===== src/rtl/flag_alu_pkg.sv =====
package flag_alu_pkg;
  typedef enum logic [2:0] {
    OP_AND = 3'd0,
    OP_XOR = 3'd1,
    OP_SUB = 3'd2,
    OP_RSB = 3'd3,
    OP_ADD = 3'd4
  } alu_op_e;

  typedef struct packed {
    logic n;
    logic z;
    logic c;
    logic v;
  } alu_flags_t;
endpackage


===== src/rtl/alu_arith.sv =====
module alu_arith #(
  parameter int W = 32
) (
  input  logic [W-1:0] x,
  input  logic [W-1:0] y,
  input  logic         sub,
  output logic [W-1:0] sum,
  output logic         cout,
  output logic         ovf
);
  logic [W-1:0] y_eff;
  logic [W:0]   wide;

  always_comb begin
    y_eff = sub ? ~y : y;
    wide  = {1'b0, x} + {1'b0, y_eff} + {{W{1'b0}}, sub};
    sum   = wide[W-1:0];
    cout  = wide[W];
    // same-sign inputs to the adder with a different-sign sum
    ovf   = (x[W-1] == y_eff[W-1]) && (sum[W-1] != x[W-1]);
  end
endmodule


===== src/rtl/alu_logic.sv =====
module alu_logic #(
  parameter int W = 32
) (
  input  logic [W-1:0] a,
  input  logic [W-1:0] b,
  input  logic         sel_xor,
  output logic [W-1:0] y
);
  always_comb begin
    y = sel_xor ? (a ^ b) : (a & b);
  end
endmodule


===== src/rtl/alu_flag_reg.sv =====
module alu_flag_reg
  import flag_alu_pkg::*;
(
  input  logic       clk,
  input  logic       rst_n,
  input  logic       en,
  input  alu_flags_t d,
  output alu_flags_t q
);
  alu_flags_t q_nxt;

  always_comb begin
    q_nxt = en ? d : q;
  end

  always_ff @(posedge clk or negedge rst_n) begin
    if (!rst_n) q <= '0;
    else        q <= q_nxt;
  end
endmodule


===== src/rtl/flag_alu.sv =====
module flag_alu
  import flag_alu_pkg::*;
#(
  parameter int W = 32
) (
  input  logic         clk,
  input  logic         rst_n,
  input  logic [W-1:0] op_a,
  input  logic [W-1:0] op_b,
  input  logic         shift_c,
  input  logic [2:0]   op_sel,
  input  logic         set_flags,
  output logic [W-1:0] result,
  output logic         flag_n,
  output logic         flag_z,
  output logic         flag_c,
  output logic         flag_v
);
  localparam int MSB = W - 1;

  logic [W-1:0] ar_x, ar_y, ar_sum, lg_y;
  logic         ar_sub, ar_cout, ar_ovf, upd;
  alu_flags_t   flg_q, flg_d;

  // reverse subtract feeds the operands to the adder swapped
  always_comb begin
    ar_x   = (op_sel == OP_RSB) ? op_b : op_a;
    ar_y   = (op_sel == OP_RSB) ? op_a : op_b;
    ar_sub = (op_sel == OP_SUB) || (op_sel == OP_RSB);
  end

  alu_arith #(.W(W)) u_arith (
    .x(ar_x), .y(ar_y), .sub(ar_sub),
    .sum(ar_sum), .cout(ar_cout), .ovf(ar_ovf)
  );

  alu_logic #(.W(W)) u_logic (
    .a(op_a), .b(op_b), .sel_xor(op_sel == OP_XOR), .y(lg_y)
  );

  always_comb begin
    result = '0;
    flg_d  = flg_q;
    upd    = 1'b0;
    case (op_sel)
      OP_AND, OP_XOR: begin
        result = lg_y;
        flg_d  = '{n: lg_y[MSB], z: (lg_y == '0), c: shift_c, v: flg_q.v};
        upd    = set_flags;
      end
      OP_SUB, OP_RSB, OP_ADD: begin
        result = ar_sum;
        flg_d  = '{n: ar_sum[MSB], z: (ar_sum == '0), c: ar_cout, v: ar_ovf};
        upd    = set_flags;
      end
      default: begin
        result = '0;
        upd    = 1'b0;
      end
    endcase
  end

  alu_flag_reg u_flags (
    .clk(clk), .rst_n(rst_n), .en(upd), .d(flg_d), .q(flg_q)
  );

  assign flag_n = flg_q.n;
  assign flag_z = flg_q.z;
  assign flag_c = flg_q.c;
  assign flag_v = flg_q.v;


  flags_hold_chk: assert property (@(posedge clk) disable iff (!rst_n)
    !set_flags |=> $stable({flag_n, flag_z, flag_c, flag_v}));


  zero_neg_chk: assert property (@(posedge clk) disable iff (!rst_n)
    (set_flags && op_sel <= OP_ADD) |=>
      (flag_z == ($past(result) == '0)) && (flag_n == $past(result[MSB])));


  logic_carry_chk: assert property (@(posedge clk) disable iff (!rst_n)
    (set_flags && op_sel <= OP_XOR) |=>
      (flag_c == $past(shift_c)) && $stable(flag_v));


  bad_op_chk: assert property (@(posedge clk) disable iff (!rst_n)
    (op_sel > OP_ADD) |-> (result == '0) ##1 $stable({flag_n, flag_z, flag_c, flag_v}));
endmodule


===== config.mk =====
export PLATFORM = sky130hd
export DESIGN_NAME = flag_alu
export DESIGN_NICKNAME = d
export VERILOG_FILES = /design/src/rtl/flag_alu_pkg.sv /design/src/rtl/alu_arith.sv /design/src/rtl/alu_logic.sv /design/src/rtl/alu_flag_reg.sv /design/src/rtl/flag_alu.sv
export SDC_FILE = /design/constraint.sdc
export NUM_CORES = 1
export LEC_CHECK = 0
export BUFFER_PORTS_ARGS = -buffer_cell sky130_fd_sc_hd__buf_4
export CORE_UTILIZATION = 30
export CTS_CLUSTER_DIAMETER = 200
export DETAILED_ROUTE_END_ITERATION = 7
export PLACE_DENSITY_LB_ADDON = 0.15
export SETUP_SLACK_MARGIN = 0.15
export SKIP_LAST_GASP = 1
export SYNTH_ARGS = -nofsm -noshare
export SYNTH_HDL_FRONTEND = slang
export SYNTH_SLANG_ARGS = --single-unit

===== constraint.sdc =====
create_clock -name clk -period 4.8 [get_ports clk]
set_clock_uncertainty 0.1 [all_clocks]
set_input_delay 0.24 -clock clk [delete_from_list [all_inputs] [get_ports clk]]
set_output_delay 0.24 -clock clk [all_outputs]
set_load 0.05 [all_outputs]

# Word level (Yosys, flattened, before mapping)

Cells that the tools add are included.

Input bits: 71
Word-level logic and storage cells: 34
Flip-flop bits (word level): 4

Bitwise gates (word level): 4
Multiplexer cells: 7
Equality and inequality tests: 6
Reduce and logical (&&, ||, !) cells: 11
Add/subtract/negate cells: 2

Operators by type and width:

| cell                                                            | number |
|---|---|
| 32-bit 2-to-1 mux                                               | 4 |
| 32-bit logical NOT                                              | 2 |
| 32-bit one-hot mux with 2 select lines                          | 1 |
| 32-bit by 32-bit adder with 33-bit output                       | 1 |
| 33-bit by 1-bit adder with 33-bit output                        | 1 |
| 32-bit bitwise AND                                              | 1 |
| 32-bit inverter                                                 | 1 |
| 32-bit XOR                                                      | 1 |
| 4-bit one-hot mux with 2 select lines                           | 1 |
| 3-bit by 2-bit == test with 1-bit output, second input constant | 2 |
| 5-bit OR reduction                                              | 1 |
| 3-bit by 1-bit == test with 1-bit output, second input constant | 1 |
| 3-bit == test, second input constant                            | 1 |
| 3-bit logical NOT                                               | 1 |
| 3-bit AND reduction                                             | 1 |
| 3-bit OR reduction                                              | 1 |
| 2-bit AND reduction                                             | 1 |
| 2-bit nonzero test                                              | 1 |
| 2-bit OR reduction                                              | 1 |
| 1-bit == test                                                   | 1 |
| 1-bit logical AND                                               | 1 |
| 1-bit logical OR                                                | 1 |
| 1-bit 2-to-1 mux                                                | 1 |
| 1-bit != test                                                   | 1 |
| 1-bit inverter                                                  | 1 |

# Depth between registers and ports, before layout

Depth after elaboration: 9
Gate-level depth with buffers: 18

# Hierarchy

From an unflattened synthesis, not the netlist that was laid out.

Cell total of the unflattened synthesis: 566
Area, all modules: 4541.9 um^2

Modules (own cells, without submodules):

| module       | cells an instance | area an instance (um^2) | instances |
|---|---|---|---|
| alu_arith    | 276               | 1983.2                  | 1 |
| flag_alu     | 214               | 1468.9                  | 1 |
| alu_logic    | 68                | 944.7                   | 1 |
| alu_flag_reg | 8                 | 145.1                   | 1 |

# Worst setup path before layout

OpenSTA, ideal clock, no wires.

Path type: in2out
Start point: input op_sel[1]
End point: output result[25]
Path buffers: 3
Stages: 16
Arrival: 4.626 ns
Path slack: -0.166 ns
Cells stage by stage: clkbuf_1 > nor2b_1 > clkbuf_1 > nand2_1 > clkbuf_1 > mux2_2 > ha_1 > and4b_4 > a221oi_4 > o21ai_4 > a22o_1 > a211oi_2 > o21bai_1 > xor2_1 > a21oi_1 > o21ai_0

Word-level cells in the longest chain between the ends: 7

RTL lines:

| what                                       | RTL line        | text |
|---|---|---|
| start: declaration                         | flag_alu.sv:11  | `input logic [2:0] op_sel,` |
| 3-bit by 2-bit == test with 1-bit output   | --              |  |
| 32-bit 2-to-1 mux                          | flag_alu.sv:28  | `ar_y = (op_sel == OP_RSB) ? op_a : op_b;` |
| 32-bit inverter                            | alu_arith.sv:15 | `y_eff = sub ? ~y : y;` |
| 32-bit 2-to-1 mux                          | alu_arith.sv:15 |  |
| 32-bit by 32-bit adder with 33-bit output  | alu_arith.sv:16 | `wide = {1'b0, x} + {1'b0, y_eff} + {{W{1'b0}}, sub};` |
| 33-bit by 1-bit adder with 33-bit output   | alu_arith.sv:16 |  |
| 32-bit one-hot mux with 2 select lines (*) | flag_alu.sv:45  | `case (op_sel)` |
| end: declaration                           | flag_alu.sv:13  | `output logic [W-1:0] result,` |

Every way passes the cells marked *; elsewhere a longest branch is shown, timed or not.

# Worst setup path after layout

Start point: input op_sel[1]
End point: output result[27]

The elaborated chain is that of the path after synthesis.

==> impl_metrics.ini <==
[run_status]
status = complete, no violations

[final_layout]
layout_commonest_cell = buf_4
top_regs = u_flags.q x4
final_cell_mix = buf_4, nand2_1, a21oi_1, ha_1, mux2_2
drive_above_1_share = 0.263
synthToLayoutAreaGrowth_pct = 25.9
nNetsFinal = 901
final_cell_area_um2 = 5960
multi_input_area_um2 = 4440
top_register = u_flags.q
register_area_um2 = 100
largest_reg_flops = 4
final_cells = 975
nFillCells = 1641
final_util = 0.389
diodes = 0

[critical_path]
setup.worst_path.class = input pin to primary output
cp_data_required_time_ns = 4.46
worstPathMaxFanout = 11
path_delay_family = compound AO/OA/AOI/OAI gates
rrSetupSlack_ns = 2.19
worst_ep_arrival_time_ns = 3.99
max_stage_delay_ns = 0.44
cpMostUsedCell = buf_4
path_buf_inv = 3
worstPathCellList = buf_4, nor2b_2, nand2_1, buf_4, mux2_2, ha_1, a21oi_1, o21ai_1, a21o_1, a22o_1, a211oi_2, o311a_1, a21oi_1, a31oi_1, o21ai_0, o31ai_1, buf_4
cp-start-kind = input pin
critPathCaptureType = primary output
crit_slowest_cell = a211oi_2

[pwr]
total_power_mw = 1.33
p_leak_nw = 2.62
peakVddDrop_mv = 0.0905
p_per_area_nw_per_um2 = 222

[route]
drtAntennaViolNets = 0
avgRoutedWirePerCell_um = 18.9
drt_iter0_drc = 436
drcViolationCount = 0
via_per_inst = 5.72
first_pass_iters = 5
wirelength_um = 18400
num_vias = 5578

[floorplanning]
die_h_um = 128
die_area_um2 = 16300
row_count = 45
ios = 107
coreArea_um2 = 15300
die_w_um = 128
start_util = 0.309

[synth]
syn_avg_cell_area_um2 = 7.05
syn_inst = 671
ys_ff_latch = 4
synth-main-ff-cell = dfrtp_1
synthDistinctLibCells = 64
synth_fp_nets = 806
ys_warn_count = 0
seq_area_frac_synth = 0.0212
synth_area_leaders = ha_1, mux2_2, a21oi_1
synth_edf_count = 0
synth-async-reset-ratio = 1.00
synth.cell_area_um2 = 4730
yosys.area.top_type_share = 0.167
synth_top_area_cell = ha_1

[timing]
rsz0062_at_grt = false
tns_ns = 0
slew_violations = 0
finalHoldWorstSlack_ns = 0.266
setup-violations-final = 0
fmax_mhz = 231
finalHoldViolations = 0
tightest_slew_ns = 0.889
setup_slack_ns = 0.466
finalCriticalPeriod_ns = 4.33
slew_headroom = 0.406
finalCritPeriodShare = 0.903

[grt]
grt_pass1_vias = 5355
grt_remaining_overflow = 0
grt_pass1_wl_um = 28400
grt_usage = 0.220
antenna_found_initial = 0
grt_max_degree = 59

[clock_tree]
numCtsBuffers = 3
post_cts_buffers = 0
insertion_delay_ns = 0.23
clockBufferDepth = 2
cts.root.buffer_cell = clkbuf_16
cts_max_level = 1
clk_pin_slew_ns = 0.03
cts_tree = yes
cts_num_sinks = 4

[placed_design]
gp_congestion = 0.882
hpwl_um = 14800
post-place-cells = 971
place_area_um2 = 5870
numPortBuffers = 106
dp_slack_ns = 0.310

[min_path]
worstHoldPathType = input pin to async pin

[flow_run]
maxCapViolations = 0
[per-layer routing]
| metal | global-route usage | part of all wire | vias up |
|---|---|---|---|
| li1 | - | - | 2762 |
| met1 | 0.305 | 0.48 | 2611 |
| met2 | 0.369 | 0.45 | 184 |
| met3 | 0.0268 | 0.053 | 21 |
| met4 | 0.0311 | 0.013 | 0 |
| met5 | 0 | 0 | - |
[synth_stat cells (7+ instances only)]
cell type,n
nand2_1,75
a21oi_1,64
ha_1,63
clkbuf_1,45
mux2_2,43
nor3_1,37
o21ai_0,35
nor2_1,34
mux2i_1,32
nand3b_1,22
o22ai_1,19
nor4_1,18
o22a_1,17
xor2_1,13
nand3_1,11
nand4_1,11
a21o_1,9
nand2b_1,8
xnor2_1,8
inv_1,7
[layout make-up]
class | count | share of cell area
Multi-Input combinational cell | 612 | 0.745
Timing Repair Buffer | 138 | 0.176
Tap cell | 211 | 0.0443
Sequential cell | 4 | 0.0168
Clock buffer | 3 | 0.0126
Inverter | 7 | 0.00441
[worst paths after layout]
kind                              start           end  cells past startpoint
max                           op_sel[1]    result[27]                     17
min                               rst_n  u_flags.q[0]                      2
max reg2reg                u_flags.q[2]  u_flags.q[2]                      8
min reg2reg                u_flags.q[1]  u_flags.q[1]                      1
max in group asynchronous         rst_n  u_flags.q[1]                      2
min in group clk              set_flags  u_flags.q[0]                      3
[logic make-up after synthesis]
group	Yosys count	share of synthesized area
fa+ha+maj	64	0.171
xor+xnor	21	0.0389
mux	75	0.170
simple gates	251	0.276
flops	4	0.0212
compound gates	201	0.279
buf+inv	55	0.0436
[power breakdown]
group / total (mW) / switching (mW) / internal, mW
registers: 0.0427 / 0.00322 / 0.0394
clock network: 0.131 / 0.0245 / 0.107
logic: 1.15 / 0.708 / 0.443
total: 1.33 / 0.736 / 0.589
[repair_timing]
| action | CTS | global route |
|---|---|---|
| hold buffers | 1 | 0 |
| gates resized for setup | 0 | 1 |
| endpoints found under the hold margin | 4 | 0 |
| setup endpoints to repair | 0 | 1 |
Power figures use the tool's default switching activity.
